## src/rtl/cfg_loader_pkg.sv

```systemverilog
// Shared types and fixed byte codes for the configuration loader.
// Assumes the header and trailer lengths below are fixed by the target's
// configuration protocol and never parameterised.
package cfg_loader_pkg;

    typedef enum logic [2:0] {
        ST_IDLE, ST_PROG, ST_WAIT, ST_HDR, ST_FCHK, ST_FRM, ST_TRL, ST_FIN
    } ld_state_e;

    localparam int HDR_LEN = 8;
    localparam int TRL_LEN = 9;
    localparam logic [7:0] CODE_PRE = 8'h4F;
    localparam logic [7:0] CODE_CHK = 8'h4B;

    // Header byte at position idx (0 is the throwaway write)
    function automatic logic [7:0] hdr_byte(input logic [3:0] idx);
        case (idx)
            4'd3:    return CODE_PRE;
            4'd4:    return 8'h80;
            4'd5:    return 8'hAF;
            4'd6:    return 8'h9B;
            4'd7:    return CODE_CHK;
            default: return 8'hFF;
        endcase
    endfunction

    // Trailer/startup byte at position idx
    function automatic logic [7:0] trl_byte(input logic [3:0] idx);
        return (idx == 4'd1) ? CODE_CHK : 8'hFF;
    endfunction

endpackage

```

## src/rtl/cfg_gap_pacer.sv

```systemverilog
// Write pacer: after each fire it holds ready low so that the next fire is
// at least max(gap,1) cycles later. Assumes gap is stable during a load.
module cfg_gap_pacer #(
    parameter int GAP_W = 4
) (
    input  logic             clk,
    input  logic             rst_n,
    input  logic             fire,
    input  logic [GAP_W-1:0] gap,
    output logic             ready
);
    logic [GAP_W-1:0] cnt;

    assign ready = (cnt == '0);

    // Reload on a write, otherwise count down to zero
    always_ff @(posedge clk) begin
        if (!rst_n)
            cnt <= '0;
        else if (fire)
            cnt <= (gap == '0) ? '0 : gap - 1'b1;
        else if (cnt != '0)
            cnt <= cnt - 1'b1;
    end
endmodule

```

## src/rtl/cfg_down_timer.sv

```systemverilog
// Loadable down-counter shared by the program pulse and the init timeout.
// zero is high once the loaded count has run out.
module cfg_down_timer #(
    parameter int W = 16
) (
    input  logic         clk,
    input  logic         rst_n,
    input  logic         load,
    input  logic [W-1:0] load_val,
    output logic         zero
);
    logic [W-1:0] cnt;

    assign zero = (cnt == '0);

    // Load takes priority; otherwise decrement until zero
    always_ff @(posedge clk) begin
        if (!rst_n)
            cnt <= '0;
        else if (load)
            cnt <= load_val;
        else if (!zero)
            cnt <= cnt - 1'b1;
    end
endmodule

```

## src/rtl/cfg_seq_fsm.sv

```systemverilog
// Load sequencer: program pulse, init wait, header, framed payload with a
// handshake check before each frame, closing bytes and verdict.
// Assumes init_n and cfg_done are already synchronous to clk.
module cfg_seq_fsm
    import cfg_loader_pkg::*;
#(
    parameter int FRM_W        = 16,
    parameter int TMO_W        = 16,
    parameter int TMR_W        = 16,
    parameter int PULSE_CYCLES = 25,
    parameter int FRAME_BYTES  = 21
) (
    input  logic             clk,
    input  logic             rst_n,
    input  logic             start,
    input  logic [FRM_W-1:0] num_frames,
    input  logic [TMO_W-1:0] init_timeout,
    input  logic             src_valid,
    input  logic [7:0]       src_data,
    input  logic             init_n,
    input  logic             cfg_done,
    input  logic             pace_rdy,
    input  logic             tmr_zero,
    output logic             fire,
    output logic             tmr_load,
    output logic [TMR_W-1:0] tmr_val,
    output logic             src_ready,
    output logic             prog_n,
    output logic             wr_stb,
    output logic [7:0]       wr_data,
    output logic             busy,
    output logic             done_ok,
    output logic             error
);
    localparam int IDX_MAX  = (FRAME_BYTES + 1 > HDR_LEN) ? FRAME_BYTES + 1 : HDR_LEN;
    localparam int IDX_W    = $clog2(IDX_MAX + 1);
    localparam int FRM_LAST = FRAME_BYTES + 1;

    ld_state_e        state, state_nxt;
    logic [IDX_W-1:0] idx, idx_nxt;
    logic [FRM_W-1:0] sent;
    logic             sent_inc;
    logic [7:0]       byte_sel;
    logic             set_ok, set_err;

    assign prog_n = (state != ST_PROG);
    assign busy   = (state != ST_IDLE);

    // Next state, byte selection and write/timer requests
    always_comb begin
        state_nxt = state;
        idx_nxt   = idx;
        fire      = 1'b0;
        byte_sel  = 8'hFF;
        src_ready = 1'b0;
        tmr_load  = 1'b0;
        tmr_val   = '0;
        sent_inc  = 1'b0;
        set_ok    = 1'b0;
        set_err   = 1'b0;
        case (state)
            ST_IDLE: if (start) begin
                state_nxt = ST_PROG;
                tmr_load  = 1'b1;
                tmr_val   = TMR_W'(PULSE_CYCLES - 1);
            end
            ST_PROG: if (tmr_zero) begin
                state_nxt = ST_WAIT;
                tmr_load  = 1'b1;
                tmr_val   = TMR_W'(init_timeout);
            end
            ST_WAIT: begin
                idx_nxt = '0;
                if (init_n)
                    state_nxt = ST_HDR;
                else if (tmr_zero) begin
                    state_nxt = ST_IDLE;
                    set_err   = 1'b1;
                end
            end
            ST_HDR: begin
                byte_sel = hdr_byte(idx[3:0]);
                fire     = pace_rdy;
                if (fire) begin
                    if (idx == IDX_W'(HDR_LEN - 1)) begin
                        state_nxt = ST_FCHK;
                        idx_nxt   = '0;
                    end else
                        idx_nxt = idx + 1'b1;
                end
            end
            ST_FCHK: begin
                idx_nxt = '0;
                if (init_n && !cfg_done && (sent != num_frames))
                    state_nxt = ST_FRM;
                else
                    state_nxt = ST_TRL;
            end
            ST_FRM: begin
                if (idx == '0) begin
                    byte_sel = CODE_PRE;
                    fire     = pace_rdy;
                end else if (idx == IDX_W'(FRM_LAST)) begin
                    byte_sel = CODE_CHK;
                    fire     = pace_rdy;
                end else begin
                    byte_sel  = src_data;
                    fire      = pace_rdy && src_valid;
                    src_ready = fire;
                end
                if (fire) begin
                    if (idx == IDX_W'(FRM_LAST)) begin
                        state_nxt = ST_FCHK;
                        sent_inc  = 1'b1;
                        idx_nxt   = '0;
                    end else
                        idx_nxt = idx + 1'b1;
                end
            end
            ST_TRL: begin
                byte_sel = trl_byte(idx[3:0]);
                fire     = pace_rdy;
                if (fire) begin
                    if (idx == IDX_W'(TRL_LEN - 1))
                        state_nxt = ST_FIN;
                    else
                        idx_nxt = idx + 1'b1;
                end
            end
            ST_FIN: begin
                state_nxt = ST_IDLE;
                if ((sent == num_frames) && cfg_done)
                    set_ok = 1'b1;
                else
                    set_err = 1'b1;
            end
            default: state_nxt = ST_IDLE;
        endcase
    end

    // State, byte index and frame counter registers
    always_ff @(posedge clk) begin
        if (!rst_n) begin
            state <= ST_IDLE;
            idx   <= '0;
            sent  <= '0;
        end else begin
            state <= state_nxt;
            idx   <= idx_nxt;
            if (state == ST_IDLE && start)
                sent <= '0;
            else if (sent_inc)
                sent <= sent + 1'b1;
        end
    end

    // Registered write port
    always_ff @(posedge clk) begin
        if (!rst_n) begin
            wr_stb  <= 1'b0;
            wr_data <= 8'h00;
        end else begin
            wr_stb <= fire;
            if (fire)
                wr_data <= byte_sel;
        end
    end

    // Sticky verdict flags, cleared by an accepted start
    always_ff @(posedge clk) begin
        if (!rst_n) begin
            done_ok <= 1'b0;
            error   <= 1'b0;
        end else if (state == ST_IDLE && start) begin
            done_ok <= 1'b0;
            error   <= 1'b0;
        end else begin
            if (set_ok)  done_ok <= 1'b1;
            if (set_err) error   <= 1'b1;
        end
    end
endmodule

```

## src/rtl/fpga_cfg_loader.sv

```systemverilog
// Top of the configuration loader: ties the sequencer to the write pacer
// and the shared down-timer. Assumes num_frames, init_timeout and wr_gap
// are held stable while busy.
module fpga_cfg_loader #(
    parameter int FRM_W        = 16,
    parameter int TMO_W        = 16,
    parameter int GAP_W        = 4,
    parameter int PULSE_CYCLES = 25,
    parameter int FRAME_BYTES  = 21
) (
    input  logic             clk,
    input  logic             rst_n,
    input  logic             start,
    input  logic [FRM_W-1:0] num_frames,
    input  logic [TMO_W-1:0] init_timeout,
    input  logic [GAP_W-1:0] wr_gap,
    input  logic             src_valid,
    input  logic [7:0]       src_data,
    output logic             src_ready,
    output logic             prog_n,
    input  logic             init_n,
    input  logic             cfg_done,
    output logic             wr_stb,
    output logic [7:0]       wr_data,
    output logic             busy,
    output logic             done_ok,
    output logic             error
);
    localparam int PW    = $clog2(PULSE_CYCLES + 1);
    localparam int TMR_W = (TMO_W > PW) ? TMO_W : PW;

    logic             fire, pace_rdy, tmr_load, tmr_zero;
    logic [TMR_W-1:0] tmr_val;

    cfg_gap_pacer #(.GAP_W(GAP_W)) u_pacer (
        .clk(clk), .rst_n(rst_n), .fire(fire), .gap(wr_gap), .ready(pace_rdy)
    );

    cfg_down_timer #(.W(TMR_W)) u_timer (
        .clk(clk), .rst_n(rst_n), .load(tmr_load), .load_val(tmr_val), .zero(tmr_zero)
    );

    cfg_seq_fsm #(
        .FRM_W(FRM_W), .TMO_W(TMO_W), .TMR_W(TMR_W),
        .PULSE_CYCLES(PULSE_CYCLES), .FRAME_BYTES(FRAME_BYTES)
    ) u_fsm (
        .clk(clk), .rst_n(rst_n), .start(start), .num_frames(num_frames),
        .init_timeout(init_timeout), .src_valid(src_valid), .src_data(src_data),
        .init_n(init_n), .cfg_done(cfg_done), .pace_rdy(pace_rdy), .tmr_zero(tmr_zero),
        .fire(fire), .tmr_load(tmr_load), .tmr_val(tmr_val), .src_ready(src_ready),
        .prog_n(prog_n), .wr_stb(wr_stb), .wr_data(wr_data), .busy(busy),
        .done_ok(done_ok), .error(error)
    );
endmodule

```

## config.mk

```make
export PLATFORM = sky130hd
export DESIGN_NAME = fpga_cfg_loader
export DESIGN_NICKNAME = d
export VERILOG_FILES = /design/src/rtl/cfg_loader_pkg.sv /design/src/rtl/cfg_gap_pacer.sv /design/src/rtl/cfg_down_timer.sv /design/src/rtl/cfg_seq_fsm.sv /design/src/rtl/fpga_cfg_loader.sv
export SDC_FILE = /design/constraint.sdc
export NUM_CORES = 1
export LEC_CHECK = 0
export CAP_MARGIN = 10
export CORE_UTILIZATION = 40
export CTS_BUF_LIST = sky130_fd_sc_hd__clkbuf_4
export DETAILED_ROUTE_END_ITERATION = 12
export SLEW_MARGIN = 10
export SYNTH_ARGS = -nofsm -noshare
export SYNTH_HDL_FRONTEND = slang
export SYNTH_SLANG_ARGS = --single-unit
```

## constraint.sdc

```tcl
create_clock -name clk -period 3.45 [get_ports clk]
set_input_delay 0.8625 -clock clk [delete_from_list [all_inputs] [get_ports clk]]
set_output_delay 0.8625 -clock clk [all_outputs]
set_load 0.1 [all_outputs]
```

Word level (Yosys, flattened, before mapping):

Cells that the tools add are included.

* bits of input ports: 50
* logic and storage cells: 115
* register bits after elaboration: 55

* reduce and logical (&&, ||, !) cells: 20
* multiplexer cells: 50
* equality and inequality tests: 30
* add/sub/neg operators: 5
* bitwise operators: 1

Operator list (count)
* $mux W16: 3
* $pmux W8 S5: 1
* $mux W5: 7
* $pmux W16 S2: 1
* $mux W3: 10
* $mux W8: 3
* $pmux W3 S8: 1
* $pmux W8 S3: 1
* $pmux W5 S4: 1
* $add A16 B1 Y16 const B: 1
* $eq A16 B16 Y1: 1
* $eq A4 B3 Y1 const B: 4
* $logic_not A16 Y1: 1
* $ne A16 B16 Y1: 1
* $sub A16 B1 Y16 const B: 1
* $mux W1: 15
* $eq A3 B3 Y1 const B: 4
* $mux W4: 3
* $ne A2 B1 Y1 const B: 6
* $reduce_and A9 Y1: 1
* $logic_not A4 Y1: 2
* $ne A2 B2 Y1 const B: 4
* $reduce_bool A4 Y1: 2
* $sub A4 B1 Y4 const B: 2
* 21 further kinds: 30

Longest topological paths before layout:

* depth after elaboration: 7
* mapped depth: 9
* depth with buffers taken out: 8

By module:

A second synthesis with hierarchy kept.

* cells, all modules: 442
* area total of the unflattened synthesis: 3609.7 um^2

Modules (own cells, without submodules)
* cfg_seq_fsm: seq. area each 700.7 um^2, times used 1, cells each 304, area an instance 2432.3 um^2
* cfg_down_timer: seq. area each 320.3 um^2, times used 1, cells each 104, area an instance 895.9 um^2
* cfg_gap_pacer: seq. area each 80.1 um^2, times used 1, cells each 34, area an instance 281.5 um^2

Least setup slack after synthesis:

Ideal clock, no wire load.

* kind: register to output
* start: register u_fsm.idx[0]
* end: output port src_ready
* buffers on the path: 0
* stages on the path, launching flop included: 7
* slack: 0.531 ns
* arrival: 2.057 ns
* cells stage by stage: dfxtp_1 > inv_1 > ha_1 > nor4b_1 > nand2b_1 > nor2_1 > and3_1

* cells in the longest elaborated chain, start to end: 4

RTL lines
* from (decl): RTL line cfg_seq_fsm.sv:40 `logic [IDX_W-1:0] idx, idx_nxt;`
* from (signal assigned): RTL line cfg_seq_fsm.sv:149 `idx <= idx_nxt;`
* $eq A5 B5 Y1: RTL line cfg_seq_fsm.sv:103 `end else if (idx == IDX_W'(FRM_LAST)) begin`
* $mux W1: RTL line cfg_seq_fsm.sv:103
* $mux W1 *: RTL line cfg_seq_fsm.sv:100 `if (idx == '0) begin`
* $mux W1 *: RTL line cfg_seq_fsm.sv:61 `case (state)`
* to (decl): RTL line fpga_cfg_loader.sv:19 `output logic src_ready,`

Every way passes the cells marked *; elsewhere a longest branch is shown, timed or not.

Worst setup path after layout:

Same ends and word-level chain as after synthesis.

==> results.md <==
* Result of the run: complete, no violations
* RR Startpoint: u_pacer.cnt[1]
* WL met2 at 3940 microns
* Total power density per cell area at 704 mW/mm^2
* Highest attainable clock frequency at 315 MHz
* Required time at the endpoint of the critical path at 2590 ps
* RSZ-0062 raised after global routing: false
* Crit path launch type: register
* Overall power at 2.91 mW
* Critical Setup Path Class: reg2out
* Number of antenna violations at the first check in global routing at 0
* Number of nets with antenna violations after detailed routing at 0
* Congestion Overflow GR at 0
* Antenna diode count at 0
* Sum of negative setup slack at 0 ps
* Worst hold path depth at 2
* Total number of H-tree levels at 2
* Detailed Routing Iterations Pass 1 at 4
* Crit Reg-Reg Endpoint: u_fsm.idx[2]
* Core area at 0.00822 sq mm
* Die area at 0.00884 sq mm
* Count of cell types in the netlist at 57
* Post-synth net total at 482
* Average size of a mapped cell at 7.99 sq um
* Fraction of the mapped netlist area in adder cells at 0.0296
* Iter 0 DRT Violations at 134
* Vias at 3199
* Net count of the finished layout at 537
* Maximum buffer depth of the clock tree at 2
* Flip-flop and latch count after synthesis at 55
* Clk pin slew, worst setup/hold paths at 170 ps
* Final count of negative-setup-slack endpoints at 0
* Vias in the first global route at 3012
* Type of the worst min-delay path: reg2reg
* Async set-or-reset flop fraction in the synthesized netlist at 0
* Final core utilization at 0.504
* Kind of end point of the critical path: primary output
* Number of CTS-inserted buffers at 5
* Post-detailed-routing wire length at 8690 microns
* Area share of xor/xnor cells in the synthesized design at 0.114
* Top_reg_cell synth: sky130_fd_sc_hd__dfxtp_1
* Topmost layer with routed signal wires: met4
* GRT Util Overall at 0.208
* Max Cap Violations at 0
* Routed metal-1 wirelength at 4260 microns
* Avg Vias per Cell at 5.47
* X dimension of the die at 94 microns
* Simple-gate share of the synthesized area at 0.298
* Arrival time of data at the critical path endpoint at 2310 ps
* Fraction of synthesized area in multiplexers at 0.0122
* Die boundary height at 94 microns
* Routed WL per cell at 14.9 microns
* Number of buffers inserted by port buffering at 63
* Start point of the worst min-delay path: u_fsm.done_ok
* Max-slew violations at 0
* Largest net degree at the start of global routing at 24
* Count of clock tree sinks at 55
* Least-Margin Pin Slew at 778 ps
* Clock tree from TritonCTS: built
* Wire length of the first global-routing pass at 14600 microns
* Final Hold Viols at 0
* Number of hold-repair buffers added at the cts stage at 0
* Count of fill cells added during filler insertion at 861
* Setup slack of the critical path after layout at 275 ps
* Starting density of the core at 0.412
* Minimum setup slack after placement at 706 ps
* Commonest cells after routing, fill and taps aside: sky130_fd_sc_hd__nor2_1, sky130_fd_sc_hd__dfxtp_1, sky130_fd_sc_hd__clkdlybuf4s50_1
* R2r worst-path depth at 8
* CTS root buffer: sky130_fd_sc_hd__clkbuf_4
* Part of the Yosys area used for sequential elements at 0.325
* Crit path max fanout at 7
* Hold worst-path end: u_fsm.done_ok
* RePlAce Congestion at 0.867
* Clock latency of the later-clocked register in the worst-skew pair at 370 ps
* Yosys warns at 0
* Worst vdd ir at 300 uV
* Area of the mapped netlist at 0.00339 sq mm
* Count of flip-flops with a built-in enable after synthesis at 0
* Fraction of layout instances using a drive strength above 1 at 0.0938
* Most common cell after layout, fill and taps aside: sky130_fd_sc_hd__nor2_1
* Worst-case register-to-register setup slack at 1010 ps
* Instance count of the mapped netlist at 424
* Row cnt at 33
* Synthesis-to-layout area growth at 22.3%
* Post-DP HPWL at 6420 microns
* Dominant combinational cell family by area after synthesis: simple AND/OR/NAND/NOR gates
* I/O pin count at 64
* Compound-gate portion of the synthesized area at 0.180
* Worst setup skew after layout at 13.8 ps
* Max-Slew Margin vs Limit at 0.481
* Reported leakage power at 1.52 nW
* Drc violations at 0
* Final period demand of the worst path at 3180 ps
* Routed wl met3 at 398 microns
* Final clock period utilization by the worst path at 0.920
==> through the flow <==
| step | area (sq um) | hold slack, ps | instances |
|---|---|---|---|
| after floorplan | 3390 | 457 | 424 |
| after global placement | 4080 | 460 | 577 |
| after detailed placement | 4080 | 466 | 577 |
| after CTS | 4130 | 506 | 585 |
| after global routing | 4140 | 547 | 585 |
| final | 4140 | 507 | 585 |
==> worst max-delay path: stages, from the launching register on <==
cell and delay, ps:
sky130_fd_sc_hd__dfxtp_1 450, sky130_fd_sc_hd__inv_1 90, sky130_fd_sc_hd__ha_1 280, sky130_fd_sc_hd__nor4b_2 200, sky130_fd_sc_hd__nand2b_1 240, sky130_fd_sc_hd__nor2_1 230, sky130_fd_sc_hd__and3_1 260, sky130_fd_sc_hd__buf_12 190
==> cells by family (layout without fill, tap and decap cells) <==
group	count (synthesis)	in the layout
compound gates	95	95
xor+xnor	44	44
fa+ha+maj	8	8
buf+inv	34	90
flops	55	55
mux	4	4
simple gates	184	184
==> registers in the layout, indices dropped and copies added (netlist names) <==
| name | count |
|---|---|
| u_fsm.wr_stb | 1 |
| u_pacer.cnt | 4 |
| u_fsm.wr_data | 8 |
| u_fsm.sent | 16 |
| u_fsm.state | 3 |
| u_fsm.idx | 5 |
| u_fsm.error | 1 |
| u_timer.cnt | 16 |
| u_fsm.done_ok | 1 |
==> repair_timing <==
action | CTS | global route
setup endpoints to repair | 0 | 1
setup buffers | 0 | 0
resized for setup | 0 | 1
==> cell usage after synthesis, drive strengths merged, types with 2 or more instances <==
cell	count	area, sq um
o41ai	2	36.3
a22oi	6	45.0
buf	5	28.8
o31ai	3	22.5
mux2i	3	30.0
a21oi	27	135
or3	4	25.0
o21a	6	45.0
nand4	17	113
xor2	17	149
nand3b	4	30.0
nand2	25	93.8
a221oi	2	17.5
ha	8	100
nor2b	6	37.5
nor4	6	73.8
a32oi	2	17.5
nor4b	2	17.5
clkbuf	15	57.6
xnor2	27	236
and4b	2	20.0
nor3	20	115
o21ai	28	140
o211ai	4	30.0
o2111ai	2	17.5
a31oi	5	31.3
nand2b	8	50.1
dfxtp	55	1100
nand3	12	60.1
nor3b	4	30.0
and3	5	31.3
nor2	60	230
inv	14	52.6
o22ai	2	12.5
and2	3	18.8
==> where the power goes <==
| part | leakage (nW) | switching (mW) | internal, mW | total (mW) |
|---|---|---|---|---|
| registers | 0.447 | 0.161 | 0.775 | 0.936 |
| clock network | 0.0317 | 0.215 | 0.0872 | 0.302 |
| logic | 1.04 | 1.02 | 0.656 | 1.67 |
==> worst max path at each step <==
stage | start | endpoint | depth (start not counted) | slack [ps]
4_1_cts | u_fsm.idx[1] | src_ready | 7 | 230
6_report | u_fsm.idx[0] | src_ready | 7 | 270
2_1_floorplan | u_fsm.idx[0] | src_ready | 6 | 530
5_1_grt | u_fsm.idx[0] | src_ready | 7 | 80
3_5_place_dp | u_fsm.idx[1] | src_ready | 7 | 710
3_3_place_gp | wr_gap[0] | u_pacer.cnt[1] | 7 | 730
==> final cells by class <==
cell class	count	area, sq um	share of cell area
inverter	14	52.6	0.0127
clock inverter	2	12.5	0.00302
clock buffer	6	45.0	0.0109
timing repair buffer	68	646	0.156
sequential	55	1100	0.266
tap	105	131	0.0317
multi-input combinational	335	2150	0.520
==> per-layer routing <==
layer  vias up  global-route usage
met5         -                   0
met4         0              0.0500
met3         6              0.0396
met2        70               0.330
met1      1503               0.288
li1       1620                   -
Power figures use the tool's default switching activity.
